## src/rtl/uart_txb_pkg.sv

```systemverilog
package uart_txb_pkg;

    typedef enum logic [2:0] {
        TX_IDLE,
        TX_START,
        TX_DATA,
        TX_NINTH,
        TX_BREAK,
        TX_STOP
    } tx_state_e;

    localparam int CTL_W        = 8;
    localparam int CTL_NINTH    = 0;
    localparam int CTL_EMPTY    = 1;
    localparam int CTL_BRK      = 3;
    localparam int CTL_EN       = 5;
    localparam int CTL_NINE     = 6;

endpackage

```

## src/rtl/txb_ctl_reg.sv

```systemverilog
module txb_ctl_reg
    import uart_txb_pkg::*;
(
    input  logic             clk,
    input  logic             rst_n,
    input  logic             wr,
    input  logic [CTL_W-1:0] wdata,
    input  logic             brk_done,
    input  logic             shift_empty,
    output logic [CTL_W-1:0] rdata,
    output logic             en,
    output logic             nine,
    output logic             ninth_bit,
    output logic             brk_req
);

    logic [CTL_W-1:0] ctl_q;
    logic [CTL_W-1:0] ctl_d;

    always_comb begin
        ctl_d = ctl_q;
        if (wr) begin
            ctl_d = wdata;
        end else if (brk_done) begin
            ctl_d[CTL_BRK] = 1'b0;
        end
        ctl_d[CTL_EMPTY] = 1'b0;
    end

    always_ff @(posedge clk or negedge rst_n) begin
        if (!rst_n) begin
            ctl_q <= '0;
        end else begin
            ctl_q <= ctl_d;
        end
    end

    always_comb begin
        rdata            = ctl_q;
        rdata[CTL_EMPTY] = shift_empty;
    end

    assign en        = ctl_q[CTL_EN];
    assign nine      = ctl_q[CTL_NINE];
    assign ninth_bit = ctl_q[CTL_NINTH];
    assign brk_req   = ctl_q[CTL_BRK];

endmodule

```

## src/rtl/txb_hold.sv

```systemverilog
module txb_hold #(
    parameter int DATA_W = 8
) (
    input  logic              clk,
    input  logic              rst_n,
    input  logic              en,
    input  logic              wr,
    input  logic [DATA_W-1:0] wdata,
    input  logic              take,
    output logic [DATA_W-1:0] data,
    output logic              full
);

    logic              full_q;
    logic              full_d;
    logic [DATA_W-1:0] data_q;

    always_comb begin
        if (!en) begin
            full_d = 1'b0;
        end else if (wr) begin
            full_d = 1'b1;
        end else if (take) begin
            full_d = 1'b0;
        end else begin
            full_d = full_q;
        end
    end

    always_ff @(posedge clk or negedge rst_n) begin
        if (!rst_n) begin
            full_q <= 1'b0;
            data_q <= '0;
        end else begin
            full_q <= full_d;
            if (en && wr) begin
                data_q <= wdata;
            end
        end
    end

    assign data = data_q;
    assign full = full_q;

endmodule

```

## src/rtl/txb_shifter.sv

```systemverilog
module txb_shifter
    import uart_txb_pkg::*;
#(
    parameter int DATA_W  = 8,
    parameter int BRK_LEN = 12
) (
    input  logic              clk,
    input  logic              rst_n,
    input  logic              en,
    input  logic              tick,
    input  logic              hold_full,
    input  logic [DATA_W-1:0] hold_data,
    input  logic              nine,
    input  logic              ninth_bit,
    input  logic              brk_req,
    output logic              take,
    output logic              brk_done,
    output logic              idle,
    output logic              line
);

    localparam int CNT_MAX = (DATA_W > BRK_LEN) ? DATA_W : BRK_LEN;
    localparam int CNT_W   = $clog2(CNT_MAX + 1);
    localparam int SH_W    = DATA_W + 1;

    tx_state_e         state_q, state_d;
    logic [SH_W-1:0]   shreg_q, shreg_d;
    logic [CNT_W-1:0]  cnt_q, cnt_d;
    logic              brk_q, brk_d;
    logic              nine_q, nine_d;
    logic              line_q, line_d;

    // next-state process
    always_comb begin
        state_d  = state_q;
        shreg_d  = shreg_q;
        cnt_d    = cnt_q;
        brk_d    = brk_q;
        nine_d   = nine_q;
        take     = 1'b0;
        brk_done = 1'b0;
        if (!en) begin
            state_d = TX_IDLE;
            shreg_d = '0;
            cnt_d   = '0;
            brk_d   = 1'b0;
        end else begin
            unique case (state_q)
                TX_IDLE: begin
                    if (brk_req) begin
                        state_d = TX_START;
                        brk_d   = 1'b1;
                        cnt_d   = '0;
                    end else if (hold_full) begin
                        take    = 1'b1;
                        state_d = TX_START;
                        brk_d   = 1'b0;
                        nine_d  = nine;
                        shreg_d = {nine & ninth_bit, hold_data};
                        cnt_d   = '0;
                    end
                end
                TX_START: begin
                    if (tick) begin
                        cnt_d   = '0;
                        state_d = brk_q ? TX_BREAK : TX_DATA;
                    end
                end
                TX_DATA: begin
                    if (tick) begin
                        shreg_d = shreg_q >> 1;
                        if (cnt_q == CNT_W'(DATA_W - 1)) begin
                            cnt_d   = '0;
                            state_d = nine_q ? TX_NINTH : TX_STOP;
                        end else begin
                            cnt_d = cnt_q + 1'b1;
                        end
                    end
                end
                TX_NINTH: begin
                    if (tick) begin
                        state_d = TX_STOP;
                    end
                end
                TX_BREAK: begin
                    if (tick) begin
                        if (cnt_q == CNT_W'(BRK_LEN - 1)) begin
                            cnt_d   = '0;
                            state_d = TX_STOP;
                        end else begin
                            cnt_d = cnt_q + 1'b1;
                        end
                    end
                end
                TX_STOP: begin
                    if (tick) begin
                        state_d  = TX_IDLE;
                        brk_done = brk_q;
                        brk_d    = 1'b0;
                    end
                end
                default: begin
                    state_d = TX_IDLE;
                end
            endcase
        end
    end

    // output process: line level follows the state being entered
    always_comb begin
        unique case (state_d)
            TX_IDLE:  line_d = 1'b1;
            TX_START: line_d = 1'b0;
            TX_DATA:  line_d = shreg_d[0];
            TX_NINTH: line_d = shreg_d[0];
            TX_BREAK: line_d = 1'b0;
            TX_STOP:  line_d = 1'b1;
            default:  line_d = 1'b1;
        endcase
    end

    // state register
    always_ff @(posedge clk or negedge rst_n) begin
        if (!rst_n) begin
            state_q <= TX_IDLE;
            shreg_q <= '0;
            cnt_q   <= '0;
            brk_q   <= 1'b0;
            nine_q  <= 1'b0;
            line_q  <= 1'b1;
        end else begin
            state_q <= state_d;
            shreg_q <= shreg_d;
            cnt_q   <= cnt_d;
            brk_q   <= brk_d;
            nine_q  <= nine_d;
            line_q  <= line_d;
        end
    end

    assign idle = (state_q == TX_IDLE);
    assign line = line_q;

endmodule

```

## src/rtl/uart_txb.sv

```systemverilog
module uart_txb
    import uart_txb_pkg::*;
#(
    parameter int DATA_W  = 8,
    parameter int BRK_LEN = 12
) (
    input  logic             clk,
    input  logic             rst_n,
    input  logic             baud_tick,
    input  logic             ctl_wr,
    input  logic [7:0]       ctl_wdata,
    input  logic             data_wr,
    input  logic [DATA_W-1:0] data_wdata,
    input  logic             invert_pol,
    output logic [7:0]       ctl_rdata,
    output logic             txd,
    output logic             tx_irq
);

    logic              en, nine, ninth_bit, brk_req;
    logic              take, brk_done, idle, line;
    logic              hold_full;
    logic [DATA_W-1:0] hold_data;

    txb_ctl_reg u_ctl (
        .clk         (clk),
        .rst_n       (rst_n),
        .wr          (ctl_wr),
        .wdata       (ctl_wdata),
        .brk_done    (brk_done),
        .shift_empty (idle),
        .rdata       (ctl_rdata),
        .en          (en),
        .nine        (nine),
        .ninth_bit   (ninth_bit),
        .brk_req     (brk_req)
    );

    txb_hold #(.DATA_W(DATA_W)) u_hold (
        .clk   (clk),
        .rst_n (rst_n),
        .en    (en),
        .wr    (data_wr),
        .wdata (data_wdata),
        .take  (take),
        .data  (hold_data),
        .full  (hold_full)
    );

    txb_shifter #(.DATA_W(DATA_W), .BRK_LEN(BRK_LEN)) u_shift (
        .clk       (clk),
        .rst_n     (rst_n),
        .en        (en),
        .tick      (baud_tick),
        .hold_full (hold_full),
        .hold_data (hold_data),
        .nine      (nine),
        .ninth_bit (ninth_bit),
        .brk_req   (brk_req),
        .take      (take),
        .brk_done  (brk_done),
        .idle      (idle),
        .line      (line)
    );

    assign txd    = line ^ invert_pol;
    assign tx_irq = ~hold_full;

endmodule

```

## config.mk

```make
export PLATFORM = sky130hd
export DESIGN_NAME = uart_txb
export DESIGN_NICKNAME = d
export VERILOG_FILES = /design/src/rtl/uart_txb_pkg.sv /design/src/rtl/txb_ctl_reg.sv /design/src/rtl/txb_hold.sv /design/src/rtl/txb_shifter.sv /design/src/rtl/uart_txb.sv
export SDC_FILE = /design/constraint.sdc
export NUM_CORES = 1
export LEC_CHECK = 0
export ABC_CLOCK_PERIOD_IN_PS = 2600
export BUFFER_PORTS_ARGS = -buffer_cell sky130_fd_sc_hd__buf_2
export CAP_MARGIN = 20
export CORE_MARGIN = 3
export CORE_UTILIZATION = 55
export DETAILED_ROUTE_END_ITERATION = 7
export PLACE_DENSITY = 0.87
export SETUP_SLACK_MARGIN = 0.1
export SLEW_MARGIN = 20
export SYNTH_ARGS = -nofsm -noshare
export SYNTH_HDL_FRONTEND = slang
export SYNTH_SLANG_ARGS = --single-unit
```

## constraint.sdc

```tcl
create_clock -name clk -period 2.6 [get_ports clk]
set_input_delay 0.39 -clock clk [delete_from_list [all_inputs] [get_ports clk]]
set_output_delay 0.39 -clock clk [all_outputs]
set_load 0.01 [all_outputs]
```

### After elaboration in Yosys (flattened, before gate mapping)

Cells that the tools add are included.

* flip-flop bits (word level): 35
* latch bits: 0
* memory bits (writable): 0
* memory bits (read-only): 0
* input bits: 22
* memories kept: 0

* add/subtract/negate cells: 1
* $mul: 0
* divide/modulo/power cells: 0
* magnitude comparators: 0
* equality and inequality tests: 22
* shift-type cells: 0
* muxes and demuxes: 45
* bitwise gates (word level): 4
* reduce and logical (&&, ||, !) cells: 9

Operators by type and width (number)
* 3-bit 2-to-1 mux: 12
* 9-bit 2-to-1 mux: 4
* 4-bit 2-to-1 mux: 8
* 3-bit != test, second input constant: 6
* 3-bit case mux with 6 select lines: 1
* 9-bit case mux with 2 select lines: 1
* 1-bit 2-to-1 mux: 16
* 4-bit case mux with 4 select lines: 1
* 3-bit by 2-bit equality test with 1-bit output, second input constant: 4
* 3-bit equality test, second input constant: 3
* 3-bit by 2-bit != test with 1-bit output, second input constant: 3
* 4-bit AND reduction: 2
* 3-bit by 1-bit equality test with 1-bit output, second input constant: 2
* 5-bit by 2-bit != test with 1-bit output, second input constant: 1
* 5-bit AND reduction: 1
* 4-bit by 1-bit adder with 4-bit output, second input constant: 1
* 4-bit by 3-bit equality test with 1-bit output, second input constant: 1
* 4-bit equality test, second input constant: 1
* 4-bit by 3-bit != test with 1-bit output, second input constant: 1
* 1-bit case mux with 2 select lines: 2
* 2-bit OR reduction: 2
* 3-bit logical NOT: 1
* 3-bit AND reduction: 1
* 1-bit NOT: 2
* 4 further kinds: 4

### Depth between registers and ports, before layout

Gate-level depths: netlist of run 1.

* depth after elaboration: 8
* depth in mapped cells: 7
* gate-level depth less buffers: 6

### By module

Synthesis of run 1 repeated with hierarchy kept, for this count alone.

* cells, all modules: 165
* area, all modules: 1800.5 µm²

By module, submodules not included
* txb_shifter: times used 1, cells an instance 122, area an instance 1124.8 µm², sequential area each 476.7 µm²
* txb_hold: times used 1, cells an instance 20, area an instance 335.3 µm², sequential area each 225.2 µm²
* txb_ctl_reg: times used 1, cells an instance 21, area an instance 327.8 µm², sequential area each 175.2 µm²
* uart_txb: times used 1, cells an instance 2, area an instance 12.5 µm², sequential area each 0.0 µm²

### Least setup slack after synthesis of run 1

No wires, ideal clock.

* path type: reg2reg
* start: register u_shift.state_q[2]
* end: register u_shift.line_q, in the netlist u_shift.line
* library setup time: 83 ps
* data arrival time: 1683 ps
* data required time: 2517 ps
* path slack: 833 ps
* cell stages (with the launch flop): 8
* path buffers: 2
* period minus slack after synthesis: 1767 ps
* cells stage by stage: dfrtp_1 buf_6 or2_1 buf_6 a2bb2oi_1 o221a_1 xor2_1 o32a_1

* word-level cells in the longest chain between the ends: 7

RTL lines
* start: declaration: line txb_shifter.sv:26 `tx_state_e state_q, state_d;`
* start signal: assignment: line txb_shifter.sv:132 `state_q <= state_d;`
* 3-bit 2-to-1 mux, on equally long branches: line txb_shifter.sv:87, txb_shifter.sv:54, txb_shifter.sv:72
* 3-bit 2-to-1 mux, on equally long branches: line txb_shifter.sv:86, txb_shifter.sv:50, txb_shifter.sv:70
* 3-bit case mux with 6 select lines: line txb_shifter.sv:48 `unique case (state_q)`
* 3-bit 2-to-1 mux: line txb_shifter.sv:42 `if (!en) begin`
* 3-bit by 1-bit equality test with 1-bit output, or another cell as far along: line txb_shifter.sv:111 `unique case (state_d)`
* 2-bit OR reduction (no source line)
* 1-bit case mux with 2 select lines *: line txb_shifter.sv:111
* via u_shift.line_d: line txb_shifter.sv:31 `logic line_q, line_d;`
* end signal: assignment: line txb_shifter.sv:137 `line_q <= line_d;`
* end: declaration: line txb_shifter.sv:31

The timed path passes the listed nets; every way through them passes the cells marked *.
A chain may end at the register's enable or synchronous reset.

### Worst setup path after layout of run 1

* start: register u_shift.state_q[0]
* end: output port ctl_rdata[1]

* word-level cells in the longest chain between the ends: 1

RTL lines
* 3-bit logical NOT: line txb_shifter.sv:141 `assign idle = (state_q == TX_IDLE);`
* end: declaration: line uart_txb.sv:15 `output logic [7:0] ctl_rdata,`

No other way between the ends.

==> flow_metrics.tcl, run 1 <==
set metrics [dict create \
    synth_seq_area_share_pct 49.19 \
    path_max_fanout 11 \
    avgSynthCellArea_um2 11.01 \
    core-area_um2 3078 \
    clock_sinks 35 \
    fmax_ghz 0.4897 \
    post_cts_resized 0 \
    powerDensity_nw_per_um2 723.7 \
    rows 20 \
    slew_viol_final 0 \
    status "finished clean" \
    drc 0 \
    h-tree-depth 2 \
    synthCells 162 \
    slowest_delay_ns 0.51 \
    gp_congestion 0.8718 \
    synthMuxAreaShare_pct 10.67 \
    synth_compound_area_share_pct 19.09 \
    crit_required_ns 2.21 \
    setup_viol 0 \
    drive_above_1_share_pct 30.69 \
    arrival_ns 1.65 \
    start_util_pct 57.93 \
    max-slew-margin-rel_pct 49.71 \
    mostFrequentLayoutCell "dfrtp_1" \
    insertion_delay_ns 0.35 \
    synth_xor_xnor_area_share_pct 1.474 \
    timing.rr.start "u_shift.state_q[0]$_DFF_PN0_" \
    cts_root_buf "clkbuf_4" \
    portBuffers 30 \
    ys_ff_latch 35 \
    first_iter_violations 112 \
    yosys-top-cells-area "dfrtp_1, mux2_2, o2bb2ai_1" \
    worstSetupPathType "register to primary output" \
    hold_class "input port to async pin" \
    synth_area_leader_cell "dfrtp_1" \
    crit-reg2reg-capture "u_shift.line$_DFF_PN1_" \
    synth_edf_count 0 \
    cp-start-kind "register" \
    vias 1399 \
    vdd_drop_max_mv 0.5030 \
    netlist_area_um2 1783 \
    ys_types 45 \
    ys_dominant_reg_cell "dfrtp_1" \
    synth_top_family_by_area "compound AO/OA/AOI/OAI gates" \
    slowest_stage "dfrtp_1" \
    die_h_um 62.94 \
    die_w_um 62.94 \
    antenna_left 0 \
    hpwlAfterDp_mm 2.592 \
    final.setup_skew_ns 0.01345 \
    multiInputGateArea_um2 807.0 \
    path_clk_slew_ns 0.12 \
    cap_violations 0 \
    vias_per_cell 6.004 \
    grt_pass1_vias 1372 \
    rrSetupSlack_ns 0.63 \
    final_cell_mix "dfrtp_1, buf_2, mux2_2" \
    grt_overflow 0 \
    clockBufferDepth 2 \
    finalNetCount 211 \
    min_period_ns 2.042 \
    synth-async-reset-ratio_pct 100.0 \
    grt_antenna_before_repair 0 \
    grt_start_max_net_pins 36 \
    numCtsBuffers 5 \
    diodes 0 \
    fillers 211 \
    grt_pass1_wl_mm 6.368 \
    reg2reg_depth 5 \
    synth_top_area_share_pct 47.72 \
    syn_nets 185 \
    area_growth_syn_to_layout_pct 11.79 \
    seq_area_um2 877.1 \
    cts_hold_buf 0 \
    cts_tree "done" \
    dieArea_um2 3961 \
    first_pass_iters 4 \
    wirelength_mm 3.724 \
    ys_warn_count 0 \
    groute.usage.overall_pct 20.42 \
    synth_simple_gate_area_share_pct 13.33 \
    wl_per_cell_um 15.98 \
    rsz0062_at_grt "no" \
    hold_viol 0 \
    yosys.area_share.adder_pct 0.7018 \
    fin_crit_sh_pct 78.54 \
    post-cts-setup-buffers 0 \
    total_power_mw 1.443 \
    path_cells "or2_1 -> nor2_1 -> buf_2" \
    p_leak_nw 0.8914 \
    pin_count 32 \
    setup_tns_ns 0 \
    tightest_slew_ns 0.7544 \
    cp-end-kind "primary output" \
]
==> final cells by class <==
type	count	share of cell area, %
sequential	35	44.01
multi-input combinational	111	40.49
timing repair buffer	31	7.910
tap	44	2.762
clock inverter	3	2.197
clock buffer	5	1.883
inverter	4	0.7533
==> cell usage after synthesis, types with 2 or more instances <==
| library cell | number |
|---|---|
| inv_1 | 4 |
| nor2b_1 | 8 |
| nand3b_1 | 2 |
| a22oi_1 | 8 |
| nand3_1 | 2 |
| nand2_1 | 11 |
| o21a_1 | 2 |
| buf_6 | 2 |
| xor2_1 | 3 |
| a2bb2oi_1 | 2 |
| nor2_1 | 10 |
| buf_4 | 6 |
| o21ai_0 | 7 |
| mux2_2 | 16 |
| nand2b_1 | 2 |
| dfrtp_1 | 34 |
| clkbuf_1 | 3 |
| or3_1 | 2 |
| o2bb2ai_1 | 7 |
| a21boi_0 | 5 |
| and2_1 | 2 |
==> through the flow <==
stage | utilization [%] | hold slack, ns | cell area [um^2] | setup slack [ns] | std cells
3_3_place_gp | 62.11 | 0.4714 | 1912 | 0.7289 | 225
5_1_grt | 64.76 | 0.1266 | 1993 | 0.4530 | 233
6_report | 64.76 | 0.09117 | 1993 | 0.5579 | 233
3_5_place_dp | 62.11 | 0.4749 | 1912 | 0.6784 | 225
2_1_floorplan | - | 0.09441 | 1783 | 0.8332 | 162
4_1_cts | 64.76 | 0.1112 | 1993 | 0.5665 | 233
==> registers in the layout (all words and copies together) (netlist names), 3 cells and up <==
name	flops
u_ctl.ctl_q	7
u_hold.data	8
u_shift.state_q	3
u_shift.cnt_q	4
u_shift.shreg_q	9
==> where the power goes <==
part / switching (mW) / internal [mW]
Sequential: 0.0769 / 0.623
Combinational: 0.186 / 0.161
Clock: 0.194 / 0.202
==> worst max path at each step <==
stage                                            start                      to  slack, ns  depth (start not counted)
after global placement    u_shift.state_q[0]$_DFF_PN0_  u_shift.line$_DFF_PN1_       0.73                          5
final                     u_shift.state_q[0]$_DFF_PN0_            ctl_rdata[1]       0.56                          3
after floorplan           u_shift.state_q[2]$_DFF_PN0_  u_shift.line$_DFF_PN1_       0.83                          7
after global routing      u_shift.state_q[0]$_DFF_PN0_            ctl_rdata[1]       0.45                          3
after detailed placement  u_shift.state_q[0]$_DFF_PN0_  u_shift.line$_DFF_PN1_       0.68                          5
after CTS                 u_shift.state_q[0]$_DFF_PN0_            ctl_rdata[1]       0.57                          3
==> metal layers <==
layer	wire length (um)	track usage, %
met1	1522	26.35
met2	1803	32.28
met3	332	6.295
met4	65	7.438
met5	0	0
==> worst max-delay path: cells and delay by family, from the launching register on <==
kind	cells	cell delay (ns)
buffers and inverters	1	0.18
flip-flops	1	0.51
AND/OR/NAND/NOR	2	0.62
==> kinds of logic (layout without fill, tap and decap cells) <==
group,Yosys count,in the layout
compound gates,44,44
xor+xnor,3,3
fa+ha+maj,1,1
buf+inv,16,43
flops,35,35
mux,17,17
simple gates,46,46
Power figures use the tool's default switching activity.
==> inputs of run 2 (changes only) <==
ABC_CLOCK_PERIOD_IN_PS = 1900   (was 2600)
clock period = 1.9 ns   (was 2.6 ns; I/O delays follow)
==> run 2 against run 1 <==
Against the previous run: count of clock-buffer cells in the layout increased by 1; sequential power increased by 33%; critical endpoint unchanged; critical path type unchanged; highest routed layer unchanged; combinational power up 72%; setup slack got worse by 0.41 ns; first-iteration DRC count is 51% lower; power grew 33%; largest power group unchanged; register-to-register slack got worse by 0.45 ns; worst hold slack worse by 0.081 ns; design area grew 4.5%; sequential share of layout area down 1.8 points.
==> flow_metrics.tcl, run 2 (synthesis results as in run 1) <==
set metrics [dict create \
    die_w_um 62.94 \
    hpwlAfterDp_mm 2.696 \
    max-slew-margin-rel_pct 48.64 \
    final_area_um2 2082 \
    rsz0062_at_grt "no" \
    wirelength_mm 3.836 \
    pin_count 32 \
    vias_per_cell 5.889 \
    finalNetCount 222 \
    combPwrFrac_pct 30.9 \
    tightest_slew_ns 0.7703 \
    crit_top_cell "buf_6" \
    dieArea_um2 3961 \
    grt_pass1_wl_mm 6.472 \
    p_seq_share_pct 48.5 \
    crit_required_ns 1.62 \
    groute.usage.overall_pct 20.74 \
    powerDensity_nw_per_um2 922.4 \
    regMostFlops "u_shift.shreg_q" \
    grt_pass1_vias 1379 \
    largest_register_ffs 9 \
    p_leak_nw 0.9358 \
    cap_violations 0 \
    p_sw_uw 630.3 \
    hold_viol 0 \
    core-area_um2 3078 \
    cts_tree "done" \
    worstSetupPathType "register to primary output" \
    mostFrequentLayoutCell "dfrtp_1" \
    gp_congestion 0.8744 \
    status "finished clean" \
    path_cells "or2_4 -> buf_6 -> nor2_4 -> buf_6" \
    routed.top_layer "met4" \
    path_max_fanout 7 \
    path_clk_slew_ns 0.11 \
    total_power_mw 1.920 \
    first_iter_violations 55 \
    placed_cell_area_um2 1957 \
    rrSetupSlack_ns 0.18 \
    p_clk_share_pct 20.6 \
    setup_ws_ns 0.1476 \
    area_growth_syn_to_layout_pct 16.77 \
    vdd_drop_max_mv 0.6628 \
    antenna_left 0 \
    fin_hold_ws_ns 0.01036 \
    clock_sinks 35 \
    slew_viol_final 0 \
    crit-reg2reg-capture "u_shift.line$_DFF_PN1_" \
    first_pass_iters 6 \
    wl_per_cell_um 15.72 \
    cp-start-kind "register" \
    timing.rr.start "u_shift.cnt_q[1]$_DFFE_PN0P_" \
    cts_root_buf "clkbuf_4" \
    swShare_pct 32.82 \
    final_cell_mix "dfrtp_1, buf_2, mux2_2" \
    setup_tns_ns 0 \
    met1_length_mm 1.621 \
    cp-end-kind "primary output" \
    diodes 0 \
    grt_overflow 0 \
    h-tree-depth 2 \
    clockBufferDepth 2 \
    min_period_ns 1.752 \
    dr_wl_met3_um 282 \
    drc 0 \
    drive_above_1_share_pct 36.50 \
    dr_wl_met2_mm 1.875 \
    hold_class "input port to async pin" \
    vias 1437 \
    arrival_ns 1.47 \
    grt_start_max_net_pins 36 \
    die_h_um 62.94 \
    final.setup_skew_ns 0.008983 \
    start_util_pct 57.93 \
    insertion_delay_ns 0.33 \
    rows 20 \
    setup_viol 0 \
    slowest_delay_ns 0.45 \
    reg2reg_depth 6 \
    fmax_ghz 0.5706 \
    portBuffers 30 \
    grt_antenna_before_repair 0 \
    internal_power_mw 1.290 \
    fin_crit_sh_pct 92.23 \
    slowest_stage "dfrtp_2" \
    numCtsBuffers 5 \
    pre_cts_ws_ns 0.08399 \
]
run 2: per-layer routing:
metal  global-route usage (%)  vias up
li1                         -      672
met5                        0        -
met3                    5.036        7
met1                    27.92      694
met2                    32.02       64
met4                    8.540        0
run 2: stage by stage:
stage | instances | util (%)
3_5_place_dp | 231 | 63.58
3_3_place_gp | 231 | 63.58
6_report | 244 | 67.64
2_1_floorplan | 162 | -
4_1_cts | 241 | 66.10
5_1_grt | 244 | 67.64
run 2: repair_timing:
item | 4_1_cts | 5_1_grt
pin swaps | 0 | 4
gates cloned | 0 | 0
setup endpoints to repair | 2 | 4
gates resized for setup | 4 | 6
buffers inserted | 2 | 3
hold buffers | 0 | 0
run 2: area by class of cell:
type,count,area [um^2]
Tap cell,44,55.05
Clock inverter,2,12.51
Inverter,4,15.01
Clock buffer,6,41.29
Fill cell,208,996.0
Multi-Input combinational cell,111,829.5
Sequential cell,35,878.3
Timing Repair Buffer,42,250.2
run 2: worst max-delay path: cells and delay by family (launching register included):
kind	cells	cell delay (ns)
flops	1	0.45
buf+inv	2	0.25
simple gates	2	0.42
run 2: power groups by stage:
stage / combinational [mW] / clock (mW) / sequential (mW)
after floorplan: 0.404 / 0 / 0.918
after global placement: 0.503 / 0 / 0.937
after detailed placement: 0.519 / 0 / 0.941
after CTS: 0.538 / 0.407 / 0.927
after global routing: 0.648 / 0.442 / 0.944
final: 0.594 / 0.396 / 0.931
run 2: worst max-delay path by stage:
stage	start	to	slack [ns]	cells after the start
global placement	u_shift.cnt_q[0]$_DFFE_PN0P_	u_shift.line$_DFF_PN1_	0.11	6
floorplan	u_shift.state_q[2]$_DFF_PN0_	u_shift.line$_DFF_PN1_	0.13	7
detailed placement	u_shift.cnt_q[0]$_DFFE_PN0P_	u_shift.line$_DFF_PN1_	0.08	6
CTS	u_shift.state_q[2]$_DFF_PN0_	ctl_rdata[1]	0.1	4
finish	u_shift.state_q[2]$_DFF_PN0_	ctl_rdata[1]	0.15	4
global route	u_shift.state_q[2]$_DFF_PN0_	u_shift.cnt_q[3]$_DFFE_PN0P_	0.07	5
==> inputs of run 3 (changes only) <==
CORE_ASPECT_RATIO = 1.25   (was unset)
==> run 3 against run 2 <==
Against the previous run: fmax shrank 2.6%; clock skew down 0.0057 ns; worst hold slack got worse by 0.0025 ns; critical endpoint is now u_shift.cnt_q[2]$_DFFE_PN0P_; first-iteration DRC count rose by 95%; largest power group unchanged.
==> flow_metrics.tcl, run 3 (synthesis results as in run 1) <==
set metrics [dict create \
    status "finished clean" \
    cts_root_buf "clkbuf_4" \
    cts_tree "done" \
    slowest_stage "dfrtp_2" \
    grt_overflow 0 \
    fmax_ghz 0.5556 \
    rsz0062_at_grt "yes" \
    first_pass_iters 5 \
    grt_pass1_wl_mm 6.341 \
    powerDensity_nw_per_um2 912.1 \
    slew_viol_final 0 \
    largest_register_ffs 9 \
    worstSetupPathType "register to register" \
    wl_per_cell_um 15.81 \
    grt_start_max_net_pins 36 \
    numCtsBuffers 5 \
    crit_required_ns 2.09 \
    regMostFlops "u_shift.shreg_q" \
    hpwlAfterDp_mm 2.794 \
    tightest_slew_ns 0.7424 \
    wirelength_mm 3.730 \
    final.setup_skew_ns 0.003300 \
    vdd_drop_max_mv 0.7292 \
    cts_hold_buf 0 \
    groute.usage.overall_pct 20.48 \
    mostFrequentLayoutCell "dfrtp_1" \
    drc 0 \
    cp-end-kind "register" \
    diodes 0 \
    cp-start-kind "register" \
    portBuffers 30 \
    die_w_um 56.93 \
    area_growth_syn_to_layout_pct 16.14 \
    path_max_fanout 7 \
    insertion_delay_ns 0.33 \
    dieArea_um2 3965 \
    clockBufferDepth 2 \
    setup_tns_ns 0 \
    p_leak_nw 0.9420 \
    min_period_ns 1.800 \
    first_iter_violations 107 \
    path_clk_slew_ns 0.09 \
    timing.rr.start "u_shift.state_q[0]$_DFF_PN0_" \
    slowest_delay_ns 0.45 \
    gp_congestion 0.8356 \
    core-area_um2 3028 \
    setup_viol 0 \
    grt_antenna_before_repair 0 \
    die_h_um 69.66 \
    antenna_left 0 \
    path_cells "or2_4 -> buf_4 -> o221a_2 -> o41ai_1" \
    start_util_pct 58.88 \
    final_cell_mix "dfrtp_1, buf_2, mux2_2" \
    finalNetCount 223 \
    vias 1395 \
    vias_per_cell 5.911 \
    arrival_ns 1.99 \
    grt_pass1_vias 1457 \
    hold_viol 0 \
    pin_count 32 \
    hold_class "input port to async pin" \
    drive_above_1_share_pct 37.00 \
    fin_crit_sh_pct 94.73 \
    h-tree-depth 2 \
    crit_path_start "u_shift.state_q[0]$_DFF_PN0_" \
    clock_sinks 35 \
    max-slew-margin-rel_pct 50.50 \
    fin_hold_ws_ns 0.007885 \
    rows 22 \
    cap_violations 0 \
]
[run 3: metal layers]
| metal | share of wire (%) | track usage [%] |
|---|---|---|
| met1 | 38 | 23.87 |
| met2 | 55 | 33.42 |
| met3 | 3.6 | 3.911 |
| met4 | 3.2 | 13.66 |
| met5 | 0 | 0 |
[run 3: final cells by class]
class                   count  area (um^2)
fillers                   237        957.2
clock buffers               6        51.30
clock inverters             1        5.005
multi-input cells         111        824.5
well taps                  36        45.04
repair buffers             43        251.5
flip-flops and latches     35        878.3
inverters                   4        15.01
[run 3: path summary, 6_finish.rpt]
| check | to | slack, ns | cells after the start |
|---|---|---|---|
| min | u_shift.brk_q$_DFFE_PN0P_ | 0.008 | 1 |
| min reg2reg | u_shift.shreg_q[2]$_DFFE_PN0P_ | 0.50 | 1 |
| max | u_shift.cnt_q[2]$_DFFE_PN0P_ | 0.10 | 4 |
| max reg2reg | u_shift.cnt_q[2]$_DFFE_PN0P_ | 0.10 | 4 |
| max in group asynchronous | u_shift.state_q[0]$_DFF_PN0_ | 1.38 | 1 |
| min in group clk | u_ctl.ctl_q[3]$_DFFE_PN0P_ | 0.17 | 3 |
[run 3: critical path: cells and delay by family, from the launching register on]
kind	cells	cell delay (ns)
buffers and inverters	1	0.16
and+or+nand+nor	1	0.28
AOI/OAI and AO/OA	2	0.77
DFF	1	0.45
[run 3: stage by stage]
stage	total power [mW]	std cells	instance area (um^2)	util, %	setup WS (ns)
2_1_floorplan	1.322	162	1783	-	0.1332
3_3_place_gp	1.437	223	1947	64.30	0.1019
3_5_place_dp	1.470	223	1947	64.30	0.03936
4_1_cts	1.877	232	2021	66.74	0.1172
5_1_grt	2.017	236	2071	68.39	0.05548
6_report	1.889	236	2071	68.39	0.1001
[run 3: where the power goes]
group / switching, mW / internal [mW]
registers: 0.0818 / 0.855
clock network: 0.227 / 0.171
logic: 0.282 / 0.272
[run 3: what timing repair did]
item / 4_1_cts / 5_1_grt
pin swaps: 2 / 3
setup endpoints to repair: 1 / 5
setup buffers: 2 / 4
gates resized for setup: 1 / 7
hold endpoints to repair: 0 / 0
